[src/rtl/txring_pkg.sv]
package txring_pkg;
   localparam int CF_IRQ  = 31;
   localparam int CF_LAST = 30;
   localparam int CF_CRC  = 29;
   localparam int CF_PAD  = 28;
   localparam int CF_SZW  = 11;

   localparam logic [2:0] RA_ENABLE = 3'd0;
   localparam logic [2:0] RA_ACTIVE = 3'd1;
   localparam logic [2:0] RA_MASK   = 3'd2;
   localparam logic [2:0] RA_FLAGS  = 3'd3;
   localparam logic [2:0] RA_CLEAR  = 3'd4;

   localparam logic [2:0] QA_DBASE = 3'd0;
   localparam logic [2:0] QA_SBASE = 3'd1;
   localparam logic [2:0] QA_LAST  = 3'd2;
   localparam logic [2:0] QA_PROD  = 3'd3;
   localparam logic [2:0] QA_CONS  = 3'd4;

   typedef enum logic [2:0] {
      S_IDLE, S_D0, S_D1, S_DATA, S_EMIT, S_ST0, S_ST1, S_ADV
   } txring_state_e;
endpackage

[src/rtl/txring_queue.sv]
module txring_queue
   import txring_pkg::*;
#(
   parameter int AW = 32,
   parameter int IW = 8,
   parameter int DW = 32
) (
   input  logic          clk,
   input  logic          rst_n,
   input  logic          wr_en,
   input  logic [2:0]    wr_idx,
   input  logic [DW-1:0] wdata,
   input  logic          adv,
   input  logic [IW-1:0] adv_idx,
   input  logic [2:0]    rd_idx,
   output logic [DW-1:0] rd_data,
   output logic [AW-1:0] dbase,
   output logic [AW-1:0] sbase,
   output logic [IW-1:0] last,
   output logic [IW-1:0] prod,
   output logic [IW-1:0] cons,
   output logic [IW-1:0] owned
);
   always_ff @(posedge clk) begin
      if (!rst_n) begin
         dbase <= '0;
         sbase <= '0;
         last  <= '0;
         prod  <= '0;
         cons  <= '0;
      end else begin
         if (wr_en) begin
            case (wr_idx)
               QA_DBASE: dbase <= wdata[AW-1:0];
               QA_SBASE: sbase <= wdata[AW-1:0];
               QA_LAST:  last  <= wdata[IW-1:0];
               QA_PROD:  prod  <= wdata[IW-1:0];
               default: ;
            endcase
         end
         if (adv) cons <= adv_idx;
      end
   end

   // modular distance around a ring of (last + 1) slots
   assign owned = prod - cons + ((prod < cons) ? (last + IW'(1)) : '0);

   always_comb begin
      case (rd_idx)
         QA_DBASE: rd_data = DW'(dbase);
         QA_SBASE: rd_data = DW'(sbase);
         QA_LAST:  rd_data = DW'(last);
         QA_PROD:  rd_data = DW'(prod);
         QA_CONS:  rd_data = DW'(cons);
         default:  rd_data = '0;
      endcase
   end
endmodule

[src/rtl/txring_engine.sv]
module txring_engine
   import txring_pkg::*;
#(
   parameter int AW         = 32,
   parameter int DATA_BYTES = 4,
   parameter int IW         = 8,
   localparam int DW        = 8 * DATA_BYTES,
   localparam int LW        = $clog2(DATA_BYTES),
   localparam int SH        = $clog2(2 * DATA_BYTES)
) (
   input  logic                clk,
   input  logic                rst_n,
   input  logic [1:0]          go_i,
   input  logic [1:0][AW-1:0]  dbase_i,
   input  logic [1:0][AW-1:0]  sbase_i,
   input  logic [1:0][IW-1:0]  last_i,
   input  logic [1:0][IW-1:0]  prod_i,
   input  logic [1:0][IW-1:0]  cons_i,
   input  logic [DW-1:0]       stamp_i,
   output logic                mem_req,
   output logic                mem_we,
   output logic [AW-1:0]       mem_addr,
   output logic [DW-1:0]       mem_wdata,
   output logic [IW-1:0]       mem_blen,
   input  logic                mem_ack,
   input  logic [DW-1:0]       mem_rdata,
   output logic                tx_valid,
   input  logic                tx_ready,
   output logic [7:0]          tx_data,
   output logic                tx_last,
   output logic                tx_crc,
   output logic                tx_pad,
   output logic                adv_o,
   output logic                adv_q,
   output logic [IW-1:0]       adv_idx,
   output logic                done_o,
   output logic                fin_o,
   output logic                busy_o
);
   txring_state_e st;
   logic          q;
   logic [IW-1:0] walk, sidx;
   logic [AW-1:0] paddr;
   logic [DW-1:0] word, stamp_r;
   logic [LW-1:0] lane;
   logic [CF_SZW:0] rem;
   logic [15:0]   nbytes;
   logic [7:0]    nfrag;
   logic          lastf, crcf, padf, irqf;

   logic [IW-1:0] c_prod, c_last;
   logic [AW-1:0] c_dbase, c_sbase;
   logic          ack;

   assign c_prod  = prod_i[q];
   assign c_last  = last_i[q];
   assign c_dbase = dbase_i[q];
   assign c_sbase = sbase_i[q];
   assign ack     = mem_req && mem_ack;

   function automatic logic [IW-1:0] step(input logic [IW-1:0] i, input logic [IW-1:0] l);
      return (i >= l) ? '0 : i + IW'(1);
   endfunction

   always_comb begin
      mem_req   = 1'b0;
      mem_we    = 1'b0;
      mem_addr  = '0;
      mem_wdata = '0;
      mem_blen  = '0;
      case (st)
         S_D0: begin
            mem_req  = (walk != c_prod);
            mem_addr = c_dbase + (AW'(walk) << SH);
            mem_blen = c_prod - walk + ((c_prod < walk) ? (c_last + IW'(1)) : '0);
         end
         S_D1: begin
            mem_req  = 1'b1;
            mem_addr = c_dbase + (AW'(walk) << SH) + AW'(DATA_BYTES);
         end
         S_DATA: begin
            mem_req  = 1'b1;
            mem_addr = paddr & ~AW'(DATA_BYTES - 1);
         end
         S_ST0: begin
            mem_req  = 1'b1;
            mem_we   = 1'b1;
            mem_addr = c_sbase + (AW'(sidx) << SH);
            mem_wdata[23:0] = {nfrag, nbytes};
         end
         S_ST1: begin
            mem_req   = 1'b1;
            mem_we    = 1'b1;
            mem_addr  = c_sbase + (AW'(sidx) << SH) + AW'(DATA_BYTES);
            mem_wdata = stamp_r;
         end
         default: ;
      endcase
   end

   assign tx_valid = (st == S_EMIT);
   assign tx_data  = word[{lane, 3'b000} +: 8];
   assign tx_last  = tx_valid && lastf && (rem == (CF_SZW+1)'(1));
   assign tx_crc   = tx_valid && crcf;
   assign tx_pad   = tx_valid && padf;

   assign adv_o   = (st == S_ADV);
   assign adv_q   = q;
   assign adv_idx = walk;
   assign done_o  = adv_o && irqf;
   assign fin_o   = adv_o && (walk == c_prod);
   assign busy_o  = (st != S_IDLE);

   always_ff @(posedge clk) begin
      if (!rst_n) begin
         st <= S_IDLE;
         q <= 1'b0;
         walk <= '0;
         sidx <= '0;
         paddr <= '0;
         word <= '0;
         stamp_r <= '0;
         lane <= '0;
         rem <= '0;
         nbytes <= '0;
         nfrag <= '0;
         {lastf, crcf, padf, irqf} <= '0;
      end else begin
         case (st)
            S_IDLE: if (|go_i) begin
               q      <= go_i[1];
               walk   <= go_i[1] ? cons_i[1] : cons_i[0];
               nbytes <= '0;
               nfrag  <= '0;
               irqf   <= 1'b0;
               st     <= S_D0;
            end
            S_D0: if (ack) begin
               paddr <= mem_rdata[AW-1:0];
               st    <= S_D1;
            end
            S_D1: if (ack) begin
               rem   <= {1'b0, mem_rdata[CF_SZW-1:0]} + (CF_SZW+1)'(1);
               lastf <= mem_rdata[CF_LAST];
               irqf  <= irqf | mem_rdata[CF_IRQ];
               if (nfrag == 8'd0) begin
                  crcf <= mem_rdata[CF_CRC];
                  padf <= mem_rdata[CF_PAD];
               end
               st <= S_DATA;
            end
            S_DATA: if (ack) begin
               word <= mem_rdata;
               lane <= paddr[LW-1:0];
               st   <= S_EMIT;
            end
            S_EMIT: if (tx_ready) begin
               rem    <= rem - (CF_SZW+1)'(1);
               nbytes <= nbytes + 16'd1;
               lane   <= lane + LW'(1);
               if (rem == (CF_SZW+1)'(1)) begin
                  nfrag <= nfrag + 8'd1;
                  sidx  <= walk;
                  walk  <= step(walk, c_last);
                  if (lastf) begin
                     stamp_r <= stamp_i;
                     st      <= S_ST0;
                  end else begin
                     st <= S_D0;
                  end
               end else if (&lane) begin
                  paddr <= (paddr & ~AW'(DATA_BYTES - 1)) + AW'(DATA_BYTES);
                  st    <= S_DATA;
               end
            end
            S_ST0: if (ack) st <= S_ST1;
            S_ST1: if (ack) st <= S_ADV;
            default: st <= S_IDLE;
         endcase
      end
   end

   assert_stream_hold_R13: assert property (@(posedge clk) disable iff (!rst_n)
      (tx_valid && !tx_ready) |=> (tx_valid && $stable(tx_data) && $stable(tx_last)
                                    && $stable(tx_crc) && $stable(tx_pad)));

   assert_advance_after_status_R6: assert property (@(posedge clk) disable iff (!rst_n)
      adv_o |-> $past(mem_req && mem_we && mem_ack));

   assert_no_interleave_R11: assert property (@(posedge clk) disable iff (!rst_n)
      (st != S_IDLE && $past(st) != S_IDLE) |-> $stable(q));

   assert_ready_fetch_R2: assert property (@(posedge clk) disable iff (!rst_n)
      (mem_req && st == S_D0) |-> (mem_blen != '0));
endmodule

[src/rtl/txring_dma.sv]
module txring_dma
   import txring_pkg::*;
#(
   parameter int AW         = 32,
   parameter int DATA_BYTES = 4,
   parameter int IW         = 8,
   parameter bit STAMP_EN   = 1'b1,
   localparam int DW        = 8 * DATA_BYTES
) (
   input  logic          clk,
   input  logic          rst_n,
   input  logic          reg_we,
   input  logic [4:0]    reg_addr,
   input  logic [DW-1:0] reg_wdata,
   output logic [DW-1:0] reg_rdata,
   output logic          mem_req,
   output logic          mem_we,
   output logic [AW-1:0] mem_addr,
   output logic [DW-1:0] mem_wdata,
   output logic [IW-1:0] mem_blen,
   input  logic          mem_ack,
   input  logic [DW-1:0] mem_rdata,
   output logic          tx_valid,
   input  logic          tx_ready,
   output logic [7:0]    tx_data,
   output logic          tx_last,
   output logic          tx_crc,
   output logic          tx_pad,
   output logic          irq
);
   if (DATA_BYTES < 4 || (DATA_BYTES & (DATA_BYTES - 1)) != 0) begin : g_bad_bytes
      $error("DATA_BYTES must be a power of two of at least 4");
   end
   if (AW > DW || AW < 8) begin : g_bad_aw
      $error("AW must lie between 8 and the data width");
   end
   if (IW < 1 || IW > 16) begin : g_bad_iw
      $error("IW must lie between 1 and 16");
   end

   logic [1:0]          en;
   logic [3:0]          mask, flags, set_v, clr_v;
   logic [1:0][AW-1:0]  dbase, sbase;
   logic [1:0][IW-1:0]  last, prod, cons, owned;
   logic [1:0][DW-1:0]  q_rd;
   logic [1:0]          go, active;
   logic                adv, adv_q, done, fin, busy;
   logic [IW-1:0]       adv_idx;
   logic [DW-1:0]       stamp;
   logic                glob_wr;

   assign glob_wr = reg_we && (reg_addr[4:3] == 2'd0);

   for (genvar k = 0; k < 2; k++) begin : g_q
      txring_queue #(.AW(AW), .IW(IW), .DW(DW)) u_q (
         .clk     (clk),
         .rst_n   (rst_n),
         .wr_en   (reg_we && reg_addr[4:3] == 2'(k + 1)),
         .wr_idx  (reg_addr[2:0]),
         .wdata   (reg_wdata),
         .adv     (adv && adv_q == 1'(k)),
         .adv_idx (adv_idx),
         .rd_idx  (reg_addr[2:0]),
         .rd_data (q_rd[k]),
         .dbase   (dbase[k]),
         .sbase   (sbase[k]),
         .last    (last[k]),
         .prod    (prod[k]),
         .cons    (cons[k]),
         .owned   (owned[k])
      );
      assign go[k]        = en[k] && (owned[k] != '0);
      assign active[k]    = go[k] || (busy && adv_q == 1'(k));
      assign set_v[2*k]   = done && adv_q == 1'(k);
      assign set_v[2*k+1] = fin && adv_q == 1'(k);
   end

   if (STAMP_EN) begin : g_stamp
      logic [DW-1:0] tick;
      always_ff @(posedge clk) begin
         if (!rst_n) tick <= '0;
         else        tick <= tick + DW'(1);
      end
      assign stamp = tick;
   end else begin : g_nostamp
      assign stamp = '0;
   end

   txring_engine #(.AW(AW), .DATA_BYTES(DATA_BYTES), .IW(IW)) u_eng (
      .clk       (clk),
      .rst_n     (rst_n),
      .go_i      (go),
      .dbase_i   (dbase),
      .sbase_i   (sbase),
      .last_i    (last),
      .prod_i    (prod),
      .cons_i    (cons),
      .stamp_i   (stamp),
      .mem_req   (mem_req),
      .mem_we    (mem_we),
      .mem_addr  (mem_addr),
      .mem_wdata (mem_wdata),
      .mem_blen  (mem_blen),
      .mem_ack   (mem_ack),
      .mem_rdata (mem_rdata),
      .tx_valid  (tx_valid),
      .tx_ready  (tx_ready),
      .tx_data   (tx_data),
      .tx_last   (tx_last),
      .tx_crc    (tx_crc),
      .tx_pad    (tx_pad),
      .adv_o     (adv),
      .adv_q     (adv_q),
      .adv_idx   (adv_idx),
      .done_o    (done),
      .fin_o     (fin),
      .busy_o    (busy)
   );

   assign clr_v = (glob_wr && reg_addr[2:0] == RA_CLEAR) ? reg_wdata[3:0] : 4'h0;

   always_ff @(posedge clk) begin
      if (!rst_n) begin
         en    <= '0;
         mask  <= '0;
         flags <= '0;
      end else begin
         if (glob_wr && reg_addr[2:0] == RA_ENABLE) en   <= reg_wdata[1:0];
         if (glob_wr && reg_addr[2:0] == RA_MASK)   mask <= reg_wdata[3:0];
         flags <= (flags & ~clr_v) | set_v;
      end
   end

   assign irq = |(flags & mask);

   always_comb begin
      reg_rdata = '0;
      case (reg_addr[4:3])
         2'd0: case (reg_addr[2:0])
            RA_ENABLE: reg_rdata = DW'(en);
            RA_ACTIVE: reg_rdata = DW'(active);
            RA_MASK:   reg_rdata = DW'(mask);
            RA_FLAGS:  reg_rdata = DW'(flags);
            default:   reg_rdata = '0;
         endcase
         2'd1: reg_rdata = q_rd[0];
         2'd2: reg_rdata = q_rd[1];
         default: reg_rdata = '0;
      endcase
   end

   assert_set_beats_clear_R12: assert property (@(posedge clk) disable iff (!rst_n)
      (|set_v) |=> ((flags & $past(set_v)) == $past(set_v)));

   assert_fin_when_empty_R8: assert property (@(posedge clk) disable iff (!rst_n)
      (|set_v[1] || set_v[3]) |=> (owned[$past(adv_q)] == '0 || $past(reg_we)));
endmodule

[config.mk]
export PLATFORM = sky130hd
export DESIGN_NAME = txring_dma
export DESIGN_NICKNAME = d
export VERILOG_FILES = /design/src/rtl/txring_pkg.sv /design/src/rtl/txring_queue.sv /design/src/rtl/txring_engine.sv /design/src/rtl/txring_dma.sv
export SDC_FILE = /design/constraint.sdc
export NUM_CORES = 1
export LEC_CHECK = 0
export BUFFER_PORTS_ARGS = -buffer_cell sky130_fd_sc_hd__buf_4
export CAP_MARGIN = 5
export CORE_MARGIN = 2
export CORE_UTILIZATION = 33
export DETAILED_ROUTE_END_ITERATION = 10
export PLACE_DENSITY = 0.49
export SLEW_MARGIN = 40
export SYNTH_ARGS = -nofsm -noshare
export SYNTH_HDL_FRONTEND = slang
export SYNTH_HIERARCHICAL = 1
export SYNTH_SLANG_ARGS = --single-unit
export TNS_END_PERCENT = 30
[constraint.sdc]
create_clock -name clk -period 16.8 [get_ports clk]
set_input_delay 4.2 -clock clk [delete_from_list [all_inputs] [get_ports clk]]
set_output_delay 4.2 -clock clk [all_outputs]
set_load 0.05 [all_outputs]
==> results.yml <==
synthesis:
  post_synth_xor_area_fraction: 0.0510
  postSynthAreaPerCell_um2: 7.81
  synth_fa_ha_area_frac: 0.0588
  muxShareOfSynthArea: 0.0726
  synthSimpleGateAreaFrac: 0.230
  synth_top_family_by_area: "compound AO/OA/AOI/OAI gates"
  yosys_register_bits: 376
  synth_edf_count: 0
  syn_inst: 3290
  yosys_warnings: 6
  postSynth.asyncResetShare: 0
  synth.distinct_cells: 93
  synth_sequential_area_ratio: 0.293
  synth_compound_area_frac: 0.243
  synth_area_um2: 25700
  synth_nets: 3471
  synth_top_flop_cell: "sky130_fd_sc_hd__dfxtp_1"
cts:
  number_of_h_tree_levels: 2
  post_cts_resize_count: 0
  cts_buffer_depth: 3
  numClockSinks: 376
  clk_pin_slew_worst_paths_ns: 0.05
  root_buffer: "sky130_fd_sc_hd__clkbuf_16"
  holdBufCountCts: 0
  cts_tree: "yes"
  number_of_buffers_created_by_cts: 48
  clkLatencyLatePin_ns: 0.61
  postCtsSetupRepairBufs: 0
critical_path:
  crit-reg2reg-launch: "g_q[1].u_q/cons[2]"
  critPathMaxStageDelay_ns: 0.58
  ff2ff_setup_slack_ns: 10.00
  timing.critical_path.from: "reg_addr[0]"
  timing.critical_path.arrival_ns: 6.50
  setup.worst_path.end_class: "output pin"
  cp.required_ns: 12.60
  critical_path.slowest_cell: "sky130_fd_sc_hd__nor2b_1"
  crit_top_cell: "sky130_fd_sc_hd__buf_4"
  crit_fanout: 44
  rr_endpoint: "u_eng/st[1]"
  critical-path-top-delay-family: "buffers and inverters"
  timing.critical_path.to: "reg_rdata[31]"
  cp.buffers_inverters: 3
  crit_type: "in -> out"
  cp_num_cells: 7
  rr_worst_depth: 24
  startpoint_type: "input pin"
  crit_path_cell_trace: "buf_4, nor2b_1, nor2b_2, buf_4, a22o_1, a22o_1, buf_4"
timing:
  final_hold_viol_count: 0
  fin_tns_setup_ns: 0
  max_slew.worst_pin.slew_ns: 0.881
  setup_violation_total_in_the_final_timing_report: 0
  final_min_period_over_clock_period: 0.637
  fmax_mhz: 93.4
  maxSlewHeadroom: 0.411
  finalClockSkew_ns: 0.0252
  min_period_ns: 10.70
  final-max-slew-violation-count: 0
  rsz0062_at_grt: "no"
  finalWorstSetupSlack_ns: 6.10
route:
  drt_first_iter_violations: 2284
  wl_per_instance_um: 22.0
  drtAntennaViolNets: 0
  routed-via-count: 24600
  finalWirelength_um: 97500
  detail_route.vias_per_cell: 5.54
  detail_route.first_pass.iterations: 5
  remaining_drc_errors: 0
placed_design:
  placed_cell_area_um2: 28000
  globalplace.congestion: 0.917
  place.port_buffers: 192
  placement.setup.worst_slack_ns: 6.19
  dp_hpwl_um: 70800
final_layout:
  postLayoutCellArea_um2: 29700
  layout_commonest_cell: "sky130_fd_sc_hd__nand2_1"
  diodes: 0
  layout-drive-gt1-share: 0.131
  layout-area-overhead-vs-synth_pct: 15.5
  multiInputGateArea_um2: 17000
  filler_cell_count: 8237
  layout.area.seq_um2: 7530
  mostFrequentLayoutCells: "sky130_fd_sc_hd__nand2_1, sky130_fd_sc_hd__dfxtp_1, sky130_fd_sc_hd__buf_4"
  post-route-util: 0.384
  finish.net_count: 3545
grt:
  grt_pass1_vias: 22900
  gr-usage-met2: 0.369
  grt.overflow.total: 0
  top_usage_layer: "met2"
  grt_use_met1: 0.333
  antenna_found_initial: 1
  grt_first_pass_wirelength_um: 147000
  grtUsageTotal: 0.234
  gr-usage-met3: 0.0279
  grt_start_max_net_pins: 101
run:
  maxCapViolCount: 0
floorplan:
  start_util: 0.332
  die_height_um: 283
  chip_width_um: 283
  top_level_ports: 193
  std_cell_rows: 102
  die-area_um2: 80100
  fp.coreArea_um2: 77300
status:
  run_status: "finished, final reports clean"
hold_path:
  worst_min_path_class: "reg -> reg"
power_and_ir_drop:
  maximum_ir_drop_on_the_vdd_rail_mv: 0.0711
  design_power_total_w: 0.00212
  p_leak_nw: 10.6
  cellPowerDensity_nw_per_um2: 71.4
-- where the power goes --
part | internal (W) | switching, W
clock network | 0.000668 | 0.000439
registers | 0.000895 | 0.00000597
logic | 0.0000418 | 0.0000695
-- worst min-delay path: stages (launching register included) --
cell and delay, ns:
sky130_fd_sc_hd__dfxtp_1 0.30, sky130_fd_sc_hd__nand2_1 0.04, sky130_fd_sc_hd__a21boi_0 0.06
-- worst min-delay path by stage --
| stage | from | endpoint | slack (ns) | cells after the start |
|---|---|---|---|---|
| global placement | u_eng/stamp_r[28] | u_eng/stamp_r[28] | 0.45 | 2 |
| floorplan | u_eng/irqf | u_eng/irqf | 0.43 | 2 |
| finish | u_eng/stamp_r[28] | u_eng/stamp_r[28] | 0.46 | 2 |
| CTS | u_eng/word[31] | u_eng/word[31] | 0.46 | 2 |
| detailed placement | u_eng/word[31] | u_eng/word[31] | 0.46 | 2 |
| global route | u_eng/word[28] | u_eng/word[28] | 0.48 | 2 |
-- layer usage --
metal	vias up	part of all wire	wire length (um)
met5	-	0.00010	10
met2	777	0.45	43500
met4	2	0.025	2470
li1	11800	-	-
met3	128	0.059	5730
met1	11900	0.47	45800
-- cell usage after synthesis, drive strengths merged, types with 12 or more instances --
| master | count | area share |
|---|---|---|
| nor3 | 60 | 0.012 |
| o221a | 16 | 0.0070 |
| o22ai | 48 | 0.012 |
| a211oi | 18 | 0.0066 |
| or4 | 12 | 0.0035 |
| nand2b | 25 | 0.0064 |
| a21boi | 238 | 0.070 |
| or3 | 15 | 0.0037 |
| fa | 23 | 0.018 |
| a21oi | 129 | 0.025 |
| nor2b | 67 | 0.016 |
| nor4 | 22 | 0.0054 |
| mux2i | 114 | 0.045 |
| nand2 | 650 | 0.095 |
| nor2 | 199 | 0.029 |
| nand3 | 81 | 0.016 |
| nand4 | 31 | 0.0078 |
| dfxtp | 376 | 0.29 |
| o21ai | 117 | 0.023 |
| a22oi | 62 | 0.018 |
| a31oi | 15 | 0.0037 |
| a21o | 18 | 0.0053 |
| a22o | 102 | 0.035 |
| buf | 47 | 0.0096 |
| inv | 128 | 0.019 |
| and2 | 29 | 0.0071 |
| mux2 | 48 | 0.021 |
| ha | 84 | 0.041 |
| and3 | 40 | 0.0098 |
| xor2 | 64 | 0.022 |
| o211ai | 12 | 0.0035 |
| xnor2 | 83 | 0.028 |
| o31ai | 21 | 0.0067 |
| clkbuf | 159 | 0.023 |
-- registers in the layout, summed over array words and instances, names as in the netlist, 2 cells and up --
signal / count
g_q.u_q/dbase: 64
g_q.u_q/sbase: 64
g_stamp.tick: 32
u_eng/paddr: 32
u_eng/stamp_r: 32
u_eng/word: 32
g_q.u_q/cons: 16
g_q.u_q/last: 16
g_q.u_q/prod: 16
u_eng/nbytes: 16
u_eng/rem: 12
u_eng/adv_idx: 8
u_eng/nfrag: 8
u_eng/sidx: 8
flags: 4
mask: 4
u_eng/st: 3
en: 2
u_eng/lane: 2
-- logic make-up (layout without fill, tap and decap cells) --
family / after synthesis / after routing
buf+inv: 335 / 445
mux: 170 / 170
flops: 376 / 376
compound gates: 871 / 871
simple gates: 1283 / 1283
fa+ha+maj: 107 / 107
xor+xnor: 148 / 148
-- layout make-up --
| class | count | area share |
|---|---|---|
| clock buffer | 68 | 0.0477 |
| clock inverter | 18 | 0.00889 |
| inverter | 129 | 0.0163 |
| multi-input combinational | 2579 | 0.571 |
| sequential | 376 | 0.254 |
| tap | 1040 | 0.0438 |
| timing repair buffer | 230 | 0.0584 |
-- through the flow --
step	instances	hold slack, ns
finish	4440	0.460
CTS	4440	0.464
detailed placement	4354	0.456
floorplan	3290	0.429
global placement	4354	0.452
global route	4440	0.484
Power figures use the tool's default switching activity.
